--- src/rtl/mulgrp_pkg.sv ---
package mulgrp_pkg;

  localparam int OPND_W_DEF = 18;

  // Full signed product of two sign-extended operands.
  function automatic longint mul_signed(input longint a, input longint b);
    return a * b;
  endfunction

  // Arithmetic right shift used to take the upper part of a product.
  function automatic longint upper_part(input longint p, input int drop);
    return p >>> drop;
  endfunction

endpackage

--- src/rtl/mulgrp_a_chain.sv ---
module mulgrp_a_chain #(
  parameter int LANES = 4,
  parameter int AW = 18,
  parameter logic [LANES-1:0] SHIFT_SEL = {LANES{1'b1}}
) (
  input  logic                  clk,
  input  logic                  rst,
  input  logic                  en,
  input  logic [LANES*AW-1:0]   a_par,
  input  logic [AW-1:0]         cas_in,
  output logic [LANES*AW-1:0]   a_q,
  output logic [AW-1:0]         cas_out
);

  logic [AW-1:0] a_r   [LANES];
  logic [AW-1:0] a_src [LANES];

  for (genvar i = 0; i < LANES; i++) begin : g_lane
    if (SHIFT_SEL[i]) begin : g_chain
      if (i == 0) begin : g_head
        assign a_src[i] = cas_in;
      end else begin : g_link
        assign a_src[i] = a_r[i-1];
      end
    end else begin : g_par
      assign a_src[i] = a_par[i*AW +: AW];
    end

    always_ff @(posedge clk) begin
      if (rst)     a_r[i] <= '0;
      else if (en) a_r[i] <= a_src[i];
    end

    assign a_q[i*AW +: AW] = a_r[i];

    // a disabled edge leaves the tap untouched
    p_a_hold_r6: assert property (@(posedge clk) disable iff (rst)
      !en |=> $stable(a_r[i]));

    if (SHIFT_SEL[i] && i > 0) begin : g_chk_link
      // tap i takes the old value of tap i-1
      p_chain_step_r2: assert property (@(posedge clk) disable iff (rst)
        en |=> a_r[i] == $past(a_r[i-1]));
    end else if (SHIFT_SEL[i]) begin : g_chk_head
      // chained head lane takes the cascade input
      p_chain_head_r2: assert property (@(posedge clk) disable iff (rst)
        en |=> a_r[i] == $past(cas_in));
    end else begin : g_chk_par
      // parallel lane takes its own input slice
      p_par_load_r1: assert property (@(posedge clk) disable iff (rst)
        en |=> a_r[i] == $past(a_par[i*AW +: AW]));
    end
  end

  assign cas_out = a_r[LANES-1];

endmodule

--- src/rtl/mulgrp_b_sel.sv ---
module mulgrp_b_sel #(
  parameter int LANES = 4,
  parameter int BW = 18,
  parameter bit LOOPBACK = 1'b1
) (
  input  logic                  clk,
  input  logic                  rst,
  input  logic                  en,
  input  logic                  fb_load,
  input  logic [LANES*BW-1:0]   b_par,
  input  logic [BW-1:0]         fb_hi,
  output logic [LANES*BW-1:0]   b_q
);

  logic [BW-1:0] b_r   [LANES];
  logic [BW-1:0] b_src [LANES];

  for (genvar i = 0; i < LANES; i++) begin : g_lane
    if (LOOPBACK && i == 0) begin : g_fb
      assign b_src[i] = fb_load ? b_par[i*BW +: BW] : fb_hi;
      // recursion path takes the fed-back upper product bits
      p_fb_take_r5: assert property (@(posedge clk) disable iff (rst)
        (en && !fb_load) |=> b_r[i] == $past(fb_hi));
      // seed strobe overrides the feedback
      p_fb_seed_r5: assert property (@(posedge clk) disable iff (rst)
        (en && fb_load) |=> b_r[i] == $past(b_par[i*BW +: BW]));
    end else begin : g_own
      assign b_src[i] = b_par[i*BW +: BW];
      // plain B lanes follow their own input only
      p_b_own_r4: assert property (@(posedge clk) disable iff (rst)
        en |=> b_r[i] == $past(b_par[i*BW +: BW]));
    end

    always_ff @(posedge clk) begin
      if (rst)     b_r[i] <= '0;
      else if (en) b_r[i] <= b_src[i];
    end

    assign b_q[i*BW +: BW] = b_r[i];

    // B registers are frozen while disabled
    p_b_hold_r6: assert property (@(posedge clk) disable iff (rst)
      !en |=> $stable(b_r[i]));
  end

endmodule

--- src/rtl/mulgrp_lane_mul.sv ---
module mulgrp_lane_mul
  import mulgrp_pkg::*;
#(
  parameter int AW = 18,
  parameter int BW = 18
) (
  input  logic                    clk,
  input  logic                    rst,
  input  logic                    en,
  input  logic signed [AW-1:0]    a,
  input  logic signed [BW-1:0]    b,
  output logic signed [AW+BW-1:0] p
);

  localparam int PW = AW + BW;

  logic signed [PW-1:0] prod_next;

  always_comb prod_next = PW'(mul_signed(longint'(a), longint'(b)));

  always_ff @(posedge clk) begin
    if (rst)     p <= '0;
    else if (en) p <= prod_next;
  end

  // product lags its operand registers by one enabled edge
  p_prod_lag_r8: assert property (@(posedge clk) disable iff (rst)
    en |=> p == PW'(mul_signed(longint'($past(a)), longint'($past(b)))));

  // product register frozen while disabled
  p_prod_hold_r6: assert property (@(posedge clk) disable iff (rst)
    !en |=> $stable(p));

endmodule

--- src/rtl/mulgrp_top.sv ---
module mulgrp_top
  import mulgrp_pkg::*;
#(
  parameter int LANES = 4,
  parameter int AW = OPND_W_DEF,
  parameter int BW = OPND_W_DEF,
  parameter logic [LANES-1:0] SHIFT_SEL = {{(LANES-1){1'b1}}, 1'b0},
  parameter bit LOOPBACK = 1'b1
) (
  input  logic                        clk,
  input  logic                        rst,
  input  logic                        en,
  input  logic                        fb_load,
  input  logic [LANES*AW-1:0]         a_in,
  input  logic [LANES*BW-1:0]         b_in,
  input  logic [AW-1:0]               cas_in,
  output logic [AW-1:0]               cas_out,
  output logic [LANES*(AW+BW)-1:0]    prod_out
);

  localparam int PW = AW + BW;

  logic [LANES*AW-1:0] a_q;
  logic [LANES*BW-1:0] b_q;
  logic [BW-1:0]       fb_hi;
  logic signed [PW-1:0] lane0_p;

  mulgrp_a_chain #(
    .LANES(LANES), .AW(AW), .SHIFT_SEL(SHIFT_SEL)
  ) i_a_chain (
    .clk(clk), .rst(rst), .en(en),
    .a_par(a_in), .cas_in(cas_in),
    .a_q(a_q), .cas_out(cas_out)
  );

  mulgrp_b_sel #(
    .LANES(LANES), .BW(BW), .LOOPBACK(LOOPBACK)
  ) i_b_sel (
    .clk(clk), .rst(rst), .en(en), .fb_load(fb_load),
    .b_par(b_in), .fb_hi(fb_hi), .b_q(b_q)
  );

  for (genvar i = 0; i < LANES; i++) begin : g_mul
    mulgrp_lane_mul #(.AW(AW), .BW(BW)) i_mul (
      .clk(clk), .rst(rst), .en(en),
      .a(a_q[i*AW +: AW]),
      .b(b_q[i*BW +: BW]),
      .p(prod_out[i*PW +: PW])
    );
  end

  assign lane0_p = prod_out[PW-1:0];
  assign fb_hi   = BW'(upper_part(longint'(lane0_p), PW - BW));

  // cascade output moves with the last tap and holds when disabled
  p_cas_hold_r3: assert property (@(posedge clk) disable iff (rst)
    !en |=> $stable(cas_out));

endmodule

--- config.mk ---
export PLATFORM = sky130hd
export DESIGN_NAME = mulgrp_top
export DESIGN_NICKNAME = d
export VERILOG_FILES = /design/src/rtl/mulgrp_pkg.sv /design/src/rtl/mulgrp_a_chain.sv /design/src/rtl/mulgrp_b_sel.sv /design/src/rtl/mulgrp_lane_mul.sv /design/src/rtl/mulgrp_top.sv
export SDC_FILE = /design/constraint.sdc
export NUM_CORES = 2
export LEC_CHECK = 0
export CAP_MARGIN = 20
export CELL_PAD_IN_SITES_DETAIL_PLACEMENT = 0
export CELL_PAD_IN_SITES_GLOBAL_PLACEMENT = 1
export CORE_ASPECT_RATIO = 0.8
export CORE_MARGIN = 5
export CORE_UTILIZATION = 40
export DETAILED_ROUTE_END_ITERATION = 12
export DONT_BUFFER_PORTS = 1
export MAX_ROUTING_LAYER = met4
export PLACE_DENSITY = 0.75
export SLEW_MARGIN = 20
export SYNTH_ARGS = -nofsm -noshare
export SYNTH_HDL_FRONTEND = slang
export SYNTH_SLANG_ARGS = --single-unit
--- constraint.sdc ---
create_clock -name clk -period 6.4 [get_ports clk]
set_input_delay 0 -clock clk [delete_from_list [all_inputs] [get_ports clk]]
set_output_delay 0 -clock clk [all_outputs]
set_load 0.005 [all_outputs]
======== After elaboration in Yosys (flattened, before gate mapping) ========
Memory sizes are Yosys's and may differ from the RTL's.
Index checks and enable logic that the tools add are counted.
storage, ports and cells
  bits in writable memories ............... 144
  output and inout port bits .............. 162
  flip-flop bits (word level) ............. 144
  memories ................................ 2
memory list
  name           words  width  rd ports  clocked after memory_dff  wr ports  line                  text
  i_a_chain.a_r  4      18     4         0                         4         mulgrp_a_chain.sv:15  logic [AW-1:0] a_r [LANES];
  i_b_sel.b_r    4      18     4         0                         4         mulgrp_b_sel.sv:15    logic [BW-1:0] b_r [LANES];
operators by class
  multiplexer cells ....................... 14
  bitwise operators ....................... 8
  $mul .................................... 4
operators by type and width
  cell                          count
  two-way mux 18 bit            9
  multiplier 18 x 18 -> 36 bit  4
  OR 1 bit                      8
  two-way mux 1 bit             5

======== Depth between registers and ports, before layout ========
  word-level depth ........................ 4
  depth in mapped cells ................... 27
  depth with buffers taken out ............ 24

======== Hierarchy ========
A second synthesis with hierarchy kept.
unflattened totals
  cells, all modules ...................... 6303
  area total of the unflattened synthesis .. 60035.1 um^2
modules (own cells, without submodules)
  module                                 sequential area each (um^2)  instances  area an instance (um^2)  cells an instance
  mulgrp_lane_mul at g_mul[1].i_mul ...  720.7                        2          13574.3                  1494
  mulgrp_lane_mul at g_mul[0].i_mul      720.7                        1          13481.7                  1495
  mulgrp_lane_mul at g_mul[3].i_mul      720.7                        1          13459.2                  1467
  mulgrp_a_chain                         2162.1                       1          3070.4                   178
  mulgrp_b_sel                           2162.1                       1          2875.3                   175

======== Worst setup path before layout ========
No wires, ideal clock.
  kind .................................... reg-to-reg
  start ................................... mem i_a_chain.a_r[1][17]
  end ..................................... reg g_mul[1].i_mul.p[35]
  arrival ................................. 6.339 ns
  stages on the path, launching flop included .. 23
  period minus slack after synthesis ...... 6.471 ns
  required time ........................... 6.268 ns
  path buffers ............................ 2
  path slack .............................. -0.071 ns
  cell sequence ........................... edfxtp_1 clkbuf_1 clkbuf_1 nand2_1 fa_1 inv_1 fa_1 fa_1 fa_1 fa_1 inv_1 fa_1 inv_1 ha_1 o21ai_0 nand2b_1 a311oi_1 o21ai_0 a311oi_2 nor3_1 a2111oi_2 mux2i_1 a21oi_1
RTL lines
  element                 line                   text
  start: declaration      mulgrp_a_chain.sv:15
  end signal: assignment  mulgrp_lane_mul.sv:23  else if (en) p <= prod_next;
  end: declaration        mulgrp_lane_mul.sv:12  output logic signed [AW+BW-1:0] p

==> summary.txt <==
=================================================================================================================
Result of the run                                                                                    finished, violations left
Failing checks                                                                                       setup timing
Starting density of the core                                                                               0.4034
Total Power                                                                                             0.02708 W
All-layer global routing usage                                                                             0.2295
RePlAce Congestion                                                                                         0.9264
Chip Height                                                                                              352.7 µm
Share of synthesized area spent on multiplexers                                                           0.01280
Logic gate share of total power                                                                             0.813
RSZ-0062 raised after global routing                                                                         true
Synthesized-area fraction occupied by ao, oa, aoi and oai cells                                           0.04774
Largest area contributor in the synthesized netlist                                                  sky130_fd_sc_hd__fa_1
Net load switching power                                                                                0.01363 W
Vias in the first global route                                                                              45600
Worst setup slack after placement                                                                      -0.3490 ns
Number of antenna violations at the first check in global routing                                               6
Crit Path Class                                                                                           reg2reg
Remaining antenna violation count after routing                                                                 0
Global routing met3 resource utilization                                                                  0.02610
Final cell area excluding filler cells                                                                  68350 µm²
Number of nets at the end of the flow                                                                        8474
Max transition margin                                                                                      0.3886
Number of synthesized register bits                                                                           288
Sequential fraction of the synthesis area                                                                  0.1227
IR drop worst, VDD                                                                                      0.4081 mV
Maximum clock path buffer count                                                                                 3
Number of buffers created by CTS                                                                               39
Yosys warning count                                                                                             0
Fraction of synthesized cell area in xor and xnor cells                                                   0.01909
Slew Viols, Final                                                                                               0
Cell with the most instances after synthesis                                                         sky130_fd_sc_hd__inv_1
Endpoint arrival time on the critical path                                                                6.96 ns
Worst-Skew Late Latency                                                                                   0.63 ns
Total die area                                                                                         154700 µm²
Routed via count divided by cell count                                                                      4.880
Top achievable clock speed                                                                              155.2 MHz
Launching element of the worst setup path                                                            i_a_chain.a_r[3][5]
Global-route wire length before repair                                                                  268700 µm
Top_reg_cell synth                                                                                   sky130_fd_sc_hd__edfxtp_1
Number of distinct standard cells referenced by the synthesized netlist                                        80
Number of I/O port buffers                                                                                      0
Total length of routed wires                                                                            169400 µm
Fraction of layout instances using a drive strength above 1                                                0.1155
Area share of the largest cell type after synthesis                                                        0.4485
Root cell of the clock tree                                                                          sky130_fd_sc_hd__clkbuf_16
Commonest cells in the netlist                                                                       sky130_fd_sc_hd__inv_1 (1507), sky130_fd_sc_hd__fa_1 (1316), sky130_fd_sc_hd__and2_1 (757)
Beginning of the worst hold path                                                                               en
Arithmetic-cell share of the synthesized area counting full adders, half adders and majority gates         0.5278
DRC violations left                                                                                             0
Detailed-placement wirelength estimate                                                                  138800 µm
Crit end category                                                                                       flip-flop
Internal portion of total power                                                                         0.01345 W
Switching part of the total                                                                                0.5034
Clock-pin slew of the registers on the worst-case setup and hold paths                                    0.06 ns
Relative contribution of sequential cells to total power                                                    0.101
Placeable core area                                                                                    145600 µm²
Min cycle time layout                                                                                    6.441 ns
Share of flip-flops with an asynchronous set or reset                                                           0
Net Count, Synth                                                                                             8054
Setup-failing EPs final                                                                                         1
Post-route setup slack                                                                                -0.04143 ns
Worst setup skew after layout                                                                          0.03339 ns
Final worst-path cycle share                                                                                1.006
Combinational family with the most area after synthesis                                               adder cells
H-Tree Level Count                                                                                              2
Number of synthesized flops with an enable pin                                                                144
Met2 track utilization from global routing                                                                 0.3694
CP Max Fanout                                                                                                   4
Global routing usage on met1                                                                               0.3078
Number of vias in the routed layout                                                                         42070
Number of rows in the core area                                                                               125
Floorplan die width                                                                                      438.4 µm
Largest net degree at the start of global routing                                                             112
Data required, critical path                                                                              6.92 ns
Clock sinks                                                                                                   288
Synth Area per Inst                                                                                     9.474 µm²
Pwr/cell area                                                                                        396.1 nW/µm²
Area added between synthesis and finish                                                                    16.37%
Startpoint of the worst-slack reg-to-reg timing path                                                 i_a_chain.a_r[3][5]
Total count of hold-check failures in the final report                                                          0
Global route hottest layer                                                                                   met2
Number of maximum-capacitance violations                                                                        0
Slew @ Worst Pin                                                                                        0.9171 ns
Share of total power in the clock network                                                                   0.087
Basic-gate share of the synthesized area counting and, or, nand and nor cells                              0.1556
Final setup TNS                                                                                       -0.04143 ns
Cell area after synthesis                                                                               58740 µm²
Number of violations reported at the end of detailed-routing iteration 0                                     2291
Cell count after synthesis                                                                                   6200
Leakage component of the power                                                                           33.70 nW
Routed length per instance                                                                               19.65 µm
Ranking of synthesized cells by area                                                                 sky130_fd_sc_hd__fa_1 (45%), sky130_fd_sc_hd__inv_1 (9.6%), sky130_fd_sc_hd__and2_1 (8.1%)
I/O pins                                                                                                      328
Classification of the worst-slack hold path                                                                in2reg
CTS tree                                                                                                      yes
Initial DRT Pass Iterations                                                                                     6
Remaining global-route overflow                                                                                 0
Crit path launch type                                                                                   flip-flop
Dpl cell area                                                                                           64240 µm²
=================================================================================================================
## cells in the final DEF (no fill, tap or decap), types with 74 or more instances in the layout
cell,Yosys,routed
sky130_fd_sc_hd__inv_1,1507,1497
sky130_fd_sc_hd__fa_1,1316,1292
sky130_fd_sc_hd__and2_1,757,745
sky130_fd_sc_hd__nand2_1,687,682
sky130_fd_sc_hd__buf_4,18,440
sky130_fd_sc_hd__ha_1,372,348
sky130_fd_sc_hd__nor2_1,212,206
sky130_fd_sc_hd__dfxtp_1,144,144
sky130_fd_sc_hd__edfxtp_1,144,144
sky130_fd_sc_hd__dlygate4sd3_1,0,111
sky130_fd_sc_hd__a21oi_1,115,93
sky130_fd_sc_hd__xnor2_1,89,88
sky130_fd_sc_hd__mux2i_1,74,74
## per-layer routing
layer  up-vias  share of wire
li1      19120              -
met1     21680           0.44
met2      1079           0.48
met3       194          0.053
met4         0          0.034
met5         -              0
## through the flow
| stage | cells | util | hold slack [ns] |
|---|---|---|---|
| finish | 8621 | 0.4694 | 0.08056 |
| floorplan | 6200 | - | 0.1982 |
| global placement | 8349 | 0.4410 | 0.08121 |
| CTS | 8562 | 0.4608 | 0.01892 |
| detailed placement | 8350 | 0.4412 | 0.08253 |
| global route | 8621 | 0.4694 | 0.06301 |
## cells by family after synthesis
family,Yosys count
DFF,288
AOI/OAI and AO/OA,427
adders and majority gates,1688
xor gates and xnor gates,128
and+or+nand+nor,1823
buffers and inverters,1771
muxes,75
## power by group through the flow
stage                     Combinational [W]  Sequential (W)  Clock (W)
after floorplan                      0.0133         0.00255          0
after global placement               0.0202         0.00280          0
after detailed placement             0.0203         0.00281          0
after CTS                            0.0209         0.00275    0.00244
after global routing                 0.0245         0.00275    0.00249
final                                0.0220         0.00272    0.00235
## registers in the layout (all words and copies together), names as in the netlist
register and cells:
i_b_sel.b_r 72, g_mul.i_mul.p 144, i_a_chain.a_r 72
## critical path, cell delays in order (launching register included)
cell and delay (ns):
sky130_fd_sc_hd__edfxtp_1 0.54, sky130_fd_sc_hd__buf_6 0.20, sky130_fd_sc_hd__and2_4 0.15, sky130_fd_sc_hd__fa_1 0.49, sky130_fd_sc_hd__fa_1 0.61, sky130_fd_sc_hd__fa_2 0.47
sky130_fd_sc_hd__fa_1 0.53, sky130_fd_sc_hd__fa_1 0.50, sky130_fd_sc_hd__inv_1 0.05, sky130_fd_sc_hd__fa_1 0.51, sky130_fd_sc_hd__inv_2 0.06, sky130_fd_sc_hd__ha_4 0.28
sky130_fd_sc_hd__nand3_4 0.08, sky130_fd_sc_hd__nor2_4 0.13, sky130_fd_sc_hd__nand4_1 0.15, sky130_fd_sc_hd__o21ai_2 0.27, sky130_fd_sc_hd__buf_6 0.16, sky130_fd_sc_hd__a211oi_4 0.07
sky130_fd_sc_hd__buf_6 0.15, sky130_fd_sc_hd__o31ai_4 0.24, sky130_fd_sc_hd__xor2_1 0.25, sky130_fd_sc_hd__buf_4 0.21, sky130_fd_sc_hd__mux2i_1 0.09, sky130_fd_sc_hd__nor2_1 0.15
## path summary, 6_finish.rpt
check                               to  slack, ns  depth (start not counted)
setup / recovery  g_mul[3].i_mul.p[29]      -0.04                         23
hold reg to reg   g_mul[2].i_mul.p[30]       0.48                          2
hold / removal    g_mul[0].i_mul.p[10]       0.08                          3
setup reg to reg  g_mul[3].i_mul.p[29]      -0.04                         23
## final cells by class
cell class,count,area (µm²)
antenna,3,7.507
clock buffer,53,1159
clock inverter,18,151.4
fill,13720,77250
inverter,1507,5667
multi-input combinational,4141,45660
sequential,288,7207
tap,1968,2462
timing repair buffer,643,6046
## repair_timing
item | 4_1_cts | 5_1_grt
gates cloned | 0 | 3
setup endpoints to repair | 26 | 53
pin swaps | 13 | 87
setup buffers | 28 | 55
hold buffers | 113 | 0
endpoints found under the hold margin | 231 | 0
gates resized for setup | 29 | 173
No activity file was read; power rests on OpenSTA's default activity.
